[config.mk]
export PLATFORM = sky130hd
export DESIGN_NAME = i2s_rx_multilane
export DESIGN_NICKNAME = d
export VERILOG_FILES = /design/src/rtl/i2s_rx_pkg.sv /design/src/rtl/i2s_rx_clkgen.sv /design/src/rtl/i2s_rx_lane.sv /design/src/rtl/i2s_rx_fifo.sv /design/src/rtl/i2s_rx_multilane.sv
export SDC_FILE = /design/constraint.sdc
export NUM_CORES = 1
export LEC_CHECK = 0
export BUFFER_PORTS_ARGS = -buffer_cell sky130_fd_sc_hd__buf_2
export CAP_MARGIN = 20
export CORE_MARGIN = 1.5
export CORE_UTILIZATION = 45
export DETAILED_ROUTE_END_ITERATION = 6
export GPL_TIMING_DRIVEN = 0
export PLACE_DENSITY = 0.65
export SETUP_SLACK_MARGIN = 0.15
export SYNTH_ARGS = -nofsm -noshare
export SYNTH_HDL_FRONTEND = slang
export SYNTH_HIERARCHICAL = 1
export SYNTH_SLANG_ARGS = --single-unit
[constraint.sdc]
create_clock -name clk -period 11.9 [get_ports clk]
set_input_delay 1.785 -clock clk [delete_from_list [all_inputs] [get_ports clk]]
set_output_delay 1.785 -clock clk [all_outputs]
set_load 0.02 [all_outputs]
[src/rtl/i2s_rx_pkg.sv]
package i2s_rx_pkg;
  localparam int SAMPLE_W  = 24;
  localparam int SLOT_BITS = 32;

  // number of data bits taken per slot
  function automatic logic [4:0] word_len(input logic w24);
    return w24 ? 5'd24 : 5'd16;
  endfunction

  // slot position 0 carries the previous word's tail; data fills 1..len
  function automatic logic in_window(input logic [4:0] pos, input logic w24);
    return (pos != 5'd0) && (pos <= word_len(w24));
  endfunction

  // shifted-in bits sit at the bottom; place them MSB-aligned on 24 bits
  function automatic logic [SAMPLE_W-1:0] align_sample(input logic [SAMPLE_W-1:0] raw,
                                                       input logic w24);
    return w24 ? raw : {raw[15:0], 8'h00};
  endfunction
endpackage

[src/rtl/i2s_rx_clkgen.sv]
module i2s_rx_clkgen #(
  parameter int HALF_DIV = 2
) (
  input  logic       clk,
  input  logic       rst,
  output logic       sck,
  output logic       lrclk,
  output logic       rise_evt,
  output logic       frame_wrap,
  output logic [4:0] slot_pos,
  output logic       slot_side
);
  localparam int DIV_W = (HALF_DIV > 1) ? $clog2(HALF_DIV) : 1;

  logic [DIV_W-1:0] div_cnt;
  logic [5:0]       bit_cnt;
  logic             tick;
  logic             fall_evt;
  logic [5:0]       bit_nxt;

  assign tick       = (div_cnt == DIV_W'(HALF_DIV - 1));
  assign rise_evt   = tick & ~sck;
  assign fall_evt   = tick & sck;
  assign frame_wrap = fall_evt & (bit_cnt == 6'd63);
  assign bit_nxt    = bit_cnt + 6'd1;
  assign slot_pos   = bit_cnt[4:0];
  assign slot_side  = bit_cnt[5];

  always_ff @(posedge clk) begin
    if (rst) begin
      div_cnt <= '0;
      sck     <= 1'b0;
      lrclk   <= 1'b0;
      bit_cnt <= '0;
    end else if (tick) begin
      div_cnt <= '0;
      sck     <= ~sck;
      if (sck) begin
        bit_cnt <= bit_nxt;
        lrclk   <= bit_nxt[5];
      end
    end else begin
      div_cnt <= div_cnt + DIV_W'(1);
    end
  end


  lrclk_edge_chk: assert property (@(posedge clk) disable iff (rst)
    (lrclk != $past(lrclk)) |-> ($past(sck) && !sck));


  side_match_chk: assert property (@(posedge clk) disable iff (rst)
    fall_evt |=> (lrclk == slot_side));
endmodule

[src/rtl/i2s_rx_lane.sv]
module i2s_rx_lane
  import i2s_rx_pkg::*;
(
  input  logic                clk,
  input  logic                rst,
  input  logic                rise_evt,
  input  logic [4:0]          slot_pos,
  input  logic                slot_side,
  input  logic                wlen24,
  input  logic                sd,
  output logic [SAMPLE_W-1:0] left_q,
  output logic [SAMPLE_W-1:0] right_q
);
  logic take_bit;

  assign take_bit = rise_evt & in_window(slot_pos, wlen24);

  always_ff @(posedge clk) begin
    if (rst) begin
      left_q  <= '0;
      right_q <= '0;
    end else if (take_bit) begin
      if (slot_side) right_q <= {right_q[SAMPLE_W-2:0], sd};
      else           left_q  <= {left_q[SAMPLE_W-2:0], sd};
    end
  end


  idle_hold_chk: assert property (@(posedge clk) disable iff (rst)
    !rise_evt |=> ($stable(left_q) && $stable(right_q)));
endmodule

[src/rtl/i2s_rx_fifo.sv]
module i2s_rx_fifo #(
  parameter int WIDTH = 27,
  parameter int DEPTH = 16
) (
  input  logic             clk,
  input  logic             rst,
  input  logic             wr,
  input  logic [WIDTH-1:0] din,
  output logic             full,
  input  logic             rd,
  output logic [WIDTH-1:0] dout,
  output logic             empty
);
  localparam int AW = (DEPTH > 1) ? $clog2(DEPTH) : 1;

  logic [WIDTH-1:0] mem [DEPTH];
  logic [AW-1:0]    wptr, rptr;
  logic [AW:0]      count;
  logic             do_wr, do_rd;

  assign full  = (count == (AW+1)'(DEPTH));
  assign empty = (count == '0);
  assign do_wr = wr & ~full;
  assign do_rd = rd & ~empty;
  assign dout  = mem[rptr];

  always_ff @(posedge clk) begin
    if (do_wr) mem[wptr] <= din;
  end

  always_ff @(posedge clk) begin
    if (rst) begin
      wptr  <= '0;
      rptr  <= '0;
      count <= '0;
    end else begin
      if (do_wr) wptr <= (wptr == AW'(DEPTH-1)) ? '0 : wptr + AW'(1);
      if (do_rd) rptr <= (rptr == AW'(DEPTH-1)) ? '0 : rptr + AW'(1);
      count <= count + (AW+1)'(do_wr) - (AW+1)'(do_rd);
    end
  end


  count_bound_chk: assert property (@(posedge clk) disable iff (rst)
    count <= (AW+1)'(DEPTH));


  full_block_chk: assert property (@(posedge clk) disable iff (rst)
    (full && !rd) |=> full);
endmodule

[src/rtl/i2s_rx_multilane.sv]
module i2s_rx_multilane
  import i2s_rx_pkg::*;
#(
  parameter int LANES      = 4,
  parameter int HALF_DIV   = 2,
  parameter int FIFO_DEPTH = 16,
  localparam int NCH  = 2 * LANES,
  localparam int CH_W = (NCH > 1) ? $clog2(NCH) : 1
) (
  input  logic                clk,
  input  logic                rst,
  input  logic                enable,
  input  logic                wlen24,
  input  logic [LANES-1:0]    sd_in,
  output logic                sck,
  output logic                lrclk,
  output logic                m_tvalid,
  input  logic                m_tready,
  output logic [SAMPLE_W-1:0] m_tdata,
  output logic [CH_W-1:0]     m_tid,
  output logic                overflow
);
  localparam int ENTRY_W = SAMPLE_W + CH_W;

  logic                rise_evt, frame_wrap, slot_side;
  logic [4:0]          slot_pos;
  logic [SAMPLE_W-1:0] lane_l [LANES];
  logic [SAMPLE_W-1:0] lane_r [LANES];
  logic [SAMPLE_W-1:0] stage  [NCH];
  logic                armed, busy, emit_start, drop_evt;
  logic [CH_W-1:0]     emit_idx;
  logic                fifo_full, fifo_empty, fifo_wr, fifo_rd;
  logic [ENTRY_W-1:0]  fifo_din, fifo_dout;

  i2s_rx_clkgen #(.HALF_DIV(HALF_DIV)) u_clk (
    .clk(clk), .rst(rst), .sck(sck), .lrclk(lrclk),
    .rise_evt(rise_evt), .frame_wrap(frame_wrap),
    .slot_pos(slot_pos), .slot_side(slot_side)
  );

  for (genvar g = 0; g < LANES; g++) begin : g_lane
    i2s_rx_lane u_lane (
      .clk(clk), .rst(rst), .rise_evt(rise_evt),
      .slot_pos(slot_pos), .slot_side(slot_side), .wlen24(wlen24),
      .sd(sd_in[g]), .left_q(lane_l[g]), .right_q(lane_r[g])
    );
  end

  // arming: a frame is kept only if enable held from its first edge
  always_ff @(posedge clk) begin
    if (rst || !enable) armed <= 1'b0;
    else if (frame_wrap) armed <= 1'b1;
  end

  assign emit_start = frame_wrap & armed & enable;

  always_ff @(posedge clk) begin
    if (emit_start) begin
      for (int i = 0; i < LANES; i++) begin
        stage[2*i]   <= align_sample(lane_l[i], wlen24);
        stage[2*i+1] <= align_sample(lane_r[i], wlen24);
      end
    end
  end

  always_ff @(posedge clk) begin
    if (rst) begin
      busy     <= 1'b0;
      emit_idx <= '0;
    end else if (emit_start) begin
      busy     <= 1'b1;
      emit_idx <= '0;
    end else if (busy) begin
      if (emit_idx == CH_W'(NCH - 1)) busy <= 1'b0;
      emit_idx <= emit_idx + CH_W'(1);
    end
  end

  assign fifo_din = {emit_idx, stage[emit_idx]};
  assign fifo_wr  = busy & ~fifo_full;
  assign drop_evt = busy & fifo_full;
  assign fifo_rd  = m_tvalid & m_tready;

  always_ff @(posedge clk) begin
    if (rst)           overflow <= 1'b0;
    else if (drop_evt) overflow <= 1'b1;
  end

  i2s_rx_fifo #(.WIDTH(ENTRY_W), .DEPTH(FIFO_DEPTH)) u_fifo (
    .clk(clk), .rst(rst), .wr(fifo_wr), .din(fifo_din), .full(fifo_full),
    .rd(fifo_rd), .dout(fifo_dout), .empty(fifo_empty)
  );

  assign m_tvalid = ~fifo_empty;
  assign m_tdata  = fifo_dout[SAMPLE_W-1:0];
  assign m_tid    = fifo_dout[ENTRY_W-1:SAMPLE_W];


  stream_hold_chk: assert property (@(posedge clk) disable iff (rst)
    (m_tvalid && !m_tready) |=> (m_tvalid && $stable(m_tdata) && $stable(m_tid)));


  overflow_sticky_chk: assert property (@(posedge clk) disable iff (rst)
    overflow |=> overflow);


  unarmed_quiet_chk: assert property (@(posedge clk) disable iff (rst)
    (frame_wrap && !armed) |=> !busy);


  emit_order_chk: assert property (@(posedge clk) disable iff (rst)
    (busy && $past(busy)) |-> (emit_idx == $past(emit_idx) + CH_W'(1)));
endmodule

==> results.md <==
- In the final routed layout, each cell accounts on average for 24.4 µm.
- After synthesis, the largest area contributor takes up 54.0% of total cell area.
- The final instance area is 0.0392 mm².
- In the final timing run, aggregate negative setup slack is 0 ns.
- By count the netlist is led by 624 x edfxtp_1, 226 x dfxtp_1, 199 x nand2b_1, 195 x mux2i_1, 156 x mux4_2.
- The count of clock tree sinks is 850.
- The distinct cell type count of the synthesized netlist is 51.
- The total buffers and inverters traversed by the critical path is 3.
- The maximum operating frequency is 0.212 GHz.
- The initial antenna violation count was 1.
- In this run the tightest slew margin relative to its limit is 28.0%.
- In this run the worst path has a maximum fanout of 10.
- The sort of element at the start of the critical path is a flop.
- When the netlist entered floorplanning its net count stood at 2024.
- The worst setup path category is flop to output pin.
- The required time at the worst-slack endpoint is 10.12 ns.
- The maximum number of pins on one net before global-route repair is 113.
- Summing over every cut layer, the via total after detailed routing is 17900.
- The total number of nets in the final design is 2160.
- The worst setup skew after layout is 0.0389 ns.
- After technology mapping, the gate count stands at 1996.
- The first global-routing pass estimated 117000 µm of wire.
- At the pin with the least slew margin, the transition time is 1.08 ns.
- The wire length reported by the detailed router is 79000 µm.
- In this run, synthesis produced a sequential element count of 850.
- The minimum clock period is 4.72 ns.
- The number of flops mapped to enable cells by yosys is 624.
- Setup repair after global routing left no endpoint under its margin.
- The number of global-route vias before repair was 18400.
- Once placement finished, the instance area stood at 0.0363 mm².
- The floorplan step set the die height to 281 µm.
- For this run, asynchronously set or reset flops after synthesis account for 0%.
- The die covers 0.0787 mm².
- The register cell area after layout is 0.0233 mm².
- The total of endpoints with negative setup slack in the final report is 0.
- The root buffer selected by CTS is clkbuf_16.
- The largest single stage delay on the critical path is 0.65 ns.
- By area the synthesized netlist is led by edfxtp_1 54%, dfxtp_1 13%, mux4_2 10%.
- The clock insertion delay at the later pin of the skew report is 0.65 ns.
- The Yosys step of the flow raised 6 warnings.
- The flow ran to the end, and the final reports show no timing, DRC or antenna violations.
- The period utilization is 39.7%.
- TritonCTS created 89 clock buffers.
- In this run the tool buffered the top-level ports with 39 buffer cells.
- In this run the static leakage power is 12.9 nW.
- The area growth from synthesis to layout is 12.9%.
- At the end of routability-driven placement, the weighted congestion stood at 0.851.
- The post-synthesis area per instance is 17.4 µm².
- The final HPWL from detailed placement is 53300 µm.
- The final number of hold-violating endpoints was 0.
- The count of pins over their slew limit is 0.
- The worst hold path belongs to the class flop to flop.
- For this design the top-level I/O count stands at 40.
- For this run, the detailed router's first-pass iteration total came to 5.
- The signal on the critical path passes through nor2b_1 -> buf_1 -> clkbuf_1 -> a22oi_1 -> nand2_1 -> buf_2.
- The power density relative to cell area is 163 mW/mm².
- Across the VDD grid, the largest voltage drop is 126 µV.
- The highest-delay cell along the critical path is clkbuf_1.
- Yosys instantiated no cell more often than edfxtp_1.
- In this run, the number of DRC markers left after iteration 0 of detailed routing was 1578.
- After clock tree synthesis, the repair step resized 0 gates.
- The site row count is 101.
- The prevailing post-synth register cell is edfxtp_1.
- After layout, the design draws a total of 6.38 mW.
- Buffers inserted to repair hold after CTS numbered 0.
- STA classifies the critical path endpoint as an output pin.
- Measured along the x axis, the die boundary spans 281 µm.
- For this run, design rule violations remaining after detail routing come to 0.
- The proportion of layout cells with a drive suffix above 1 is 26.5%.
- Counting the fill cells in the layout gives 6177.
- For this run the aggregate overflow at the end of global routing stands at 0.
- Once the clock tree was built, the setup fixing pass inserted 0 buffers.
- Global routing used 20.3% of the available tracks across all layers.
- The starting density of the core is 45.6%.
- The family with the most delay on the worst path is buffers and inverters.
- In the final layout, the multi-input gates occupy 0.0107 mm².
- Across the run, the number of max-cap violations was 0.
- The placeable core region is 0.0761 mm².
- The clock passes through at most 3 buffers.
- The CTS tree is built.
- On the final layout, the worst hold slack is 0.474 ns.
- The clock transition at the register clock pins on the worst setup and hold paths after CTS is 0.06 ns.
- The signal arrival time at the worst endpoint is 2.93 ns.
- The depth of the CTS H-tree is 3.
- The area of the mapped netlist is 0.0347 mm².
- After synthesis, flip-flops and latches occupy 67.1% of the total area.
- The count of nets left with antenna violations once routing finished came out at 0.
- After detailed routing, the number of vias per cell comes to 5.52.
- The largest total area in the synthesized netlist belongs to edfxtp_1.
==> per-stage QoR <==
stage / cells / setup slack, ns / utilization (%)
CTS: 3237 / 7.14 / 51.5
detailed placement: 3071 / 7.85 / 47.8
floorplan: 1996 / 5.76 / -
global route: 3237 / 7.05 / 51.5
finish: 3238 / 7.18 / 51.5
global placement: 3065 / 4.12 / 47.5
==> routing by layer <==
metal,wire length (µm),vias to the layer above,global-route usage (%)
met5,0,-,0
met2,39800,466,35.0
met4,1790,0,5.52
met3,4090,109,2.75
met1,33400,9280,27.1
li1,-,8028,-
==> where the power goes <==
group	total (mW)	leakage [nW]	switching [mW]	internal, mW
clock	2.65	1.36	1.16	1.49
combinational	0.577	3.92	0.311	0.266
sequential	3.16	7.59	0.00967	3.15
total	6.38	12.9	1.48	4.90
==> cells by family after synthesis <==
family	count (synthesis)	share of synthesized area [%]
AO/OA/AOI/OAI	96	2.28
XOR/XNOR	9	0.227
adder cells (fa/ha/maj)	19	0.707
buffers and inverters	133	2.15
flip-flops	850	67.1
multiplexers	503	20.9
AND/OR/NAND/NOR	386	6.69
==> path summary, 6_finish.rpt <==
check,from,endpoint,slack [ns],depth (start not counted)
worst max-delay path,flop,m_tid[0],7.18,6
worst min-delay path,overflow$_SDFFE_PP0P_,overflow$_SDFFE_PP0P_,0.47,2
worst max register to register,u_fifo/count[3]$_SDFF_PP0_,u_fifo/count[4]$_SDFF_PP0_,8.67,15
worst min register to register,overflow$_SDFFE_PP0P_,overflow$_SDFFE_PP0P_,0.47,2
==> cells in the final DEF (no fill, tap or decap), types with 5 or more instances in the layout <==
master and instances:
clkbuf_16 90, buf_6 14, a22oi_1 34, a22oi_2 20, o31ai_1 6, buf_2 76
and2_1 65, a21oi_1 16, clkinv_2 16, clkinv_1 18, ha_1 18, and2_2 12
edfxtp_1 624, or3_1 10, clkbuf_1 73, mux2i_1 195, nor2_1 19, nand3_1 11
buf_12 5, nor2b_1 7, inv_1 18, mux2_4 15, nor3_1 6, mux4_2 156
dfxtp_1 226, mux2_2 137, nand2b_1 199, nand2_1 34, buf_16 5, xor2_1 5
==> final cells by class <==
cell class                 count  share of cell area [%]
antenna                        1                 0.00639
buffer                       114                    1.72
clock buffer                 117                    6.06
clock inverter                49                    1.12
inverter                      19                   0.201
multi-input combinational   1013                    27.3
sequential                   850                    59.4
tap                         1030                    3.29
timing repair buffer          45                   0.901
==> flip-flops by register name, indices dropped and copies added, names as in the netlist, named ones only <==
register	cells
g_lane.u_lane/right_q	96
u_fifo/wptr	4
u_fifo/mem	432
emit_idx	3
u_clk/sck	1
u_clk/bit_cnt	5
busy	1
u_fifo/count	5
g_lane.u_lane/left_q	96
armed	1
u_clk/lrclk	1
u_clk/div_cnt	1
u_fifo/rptr	4
overflow	1
stage	192
==> worst min-delay path: cells and delay by family (launching register included) <==
kind	cells	cell delay (ns)
simple gates	1	0.07
compound gates	1	0.04
flops	1	0.33
Note: power is estimated with default switching activity, not from simulation.
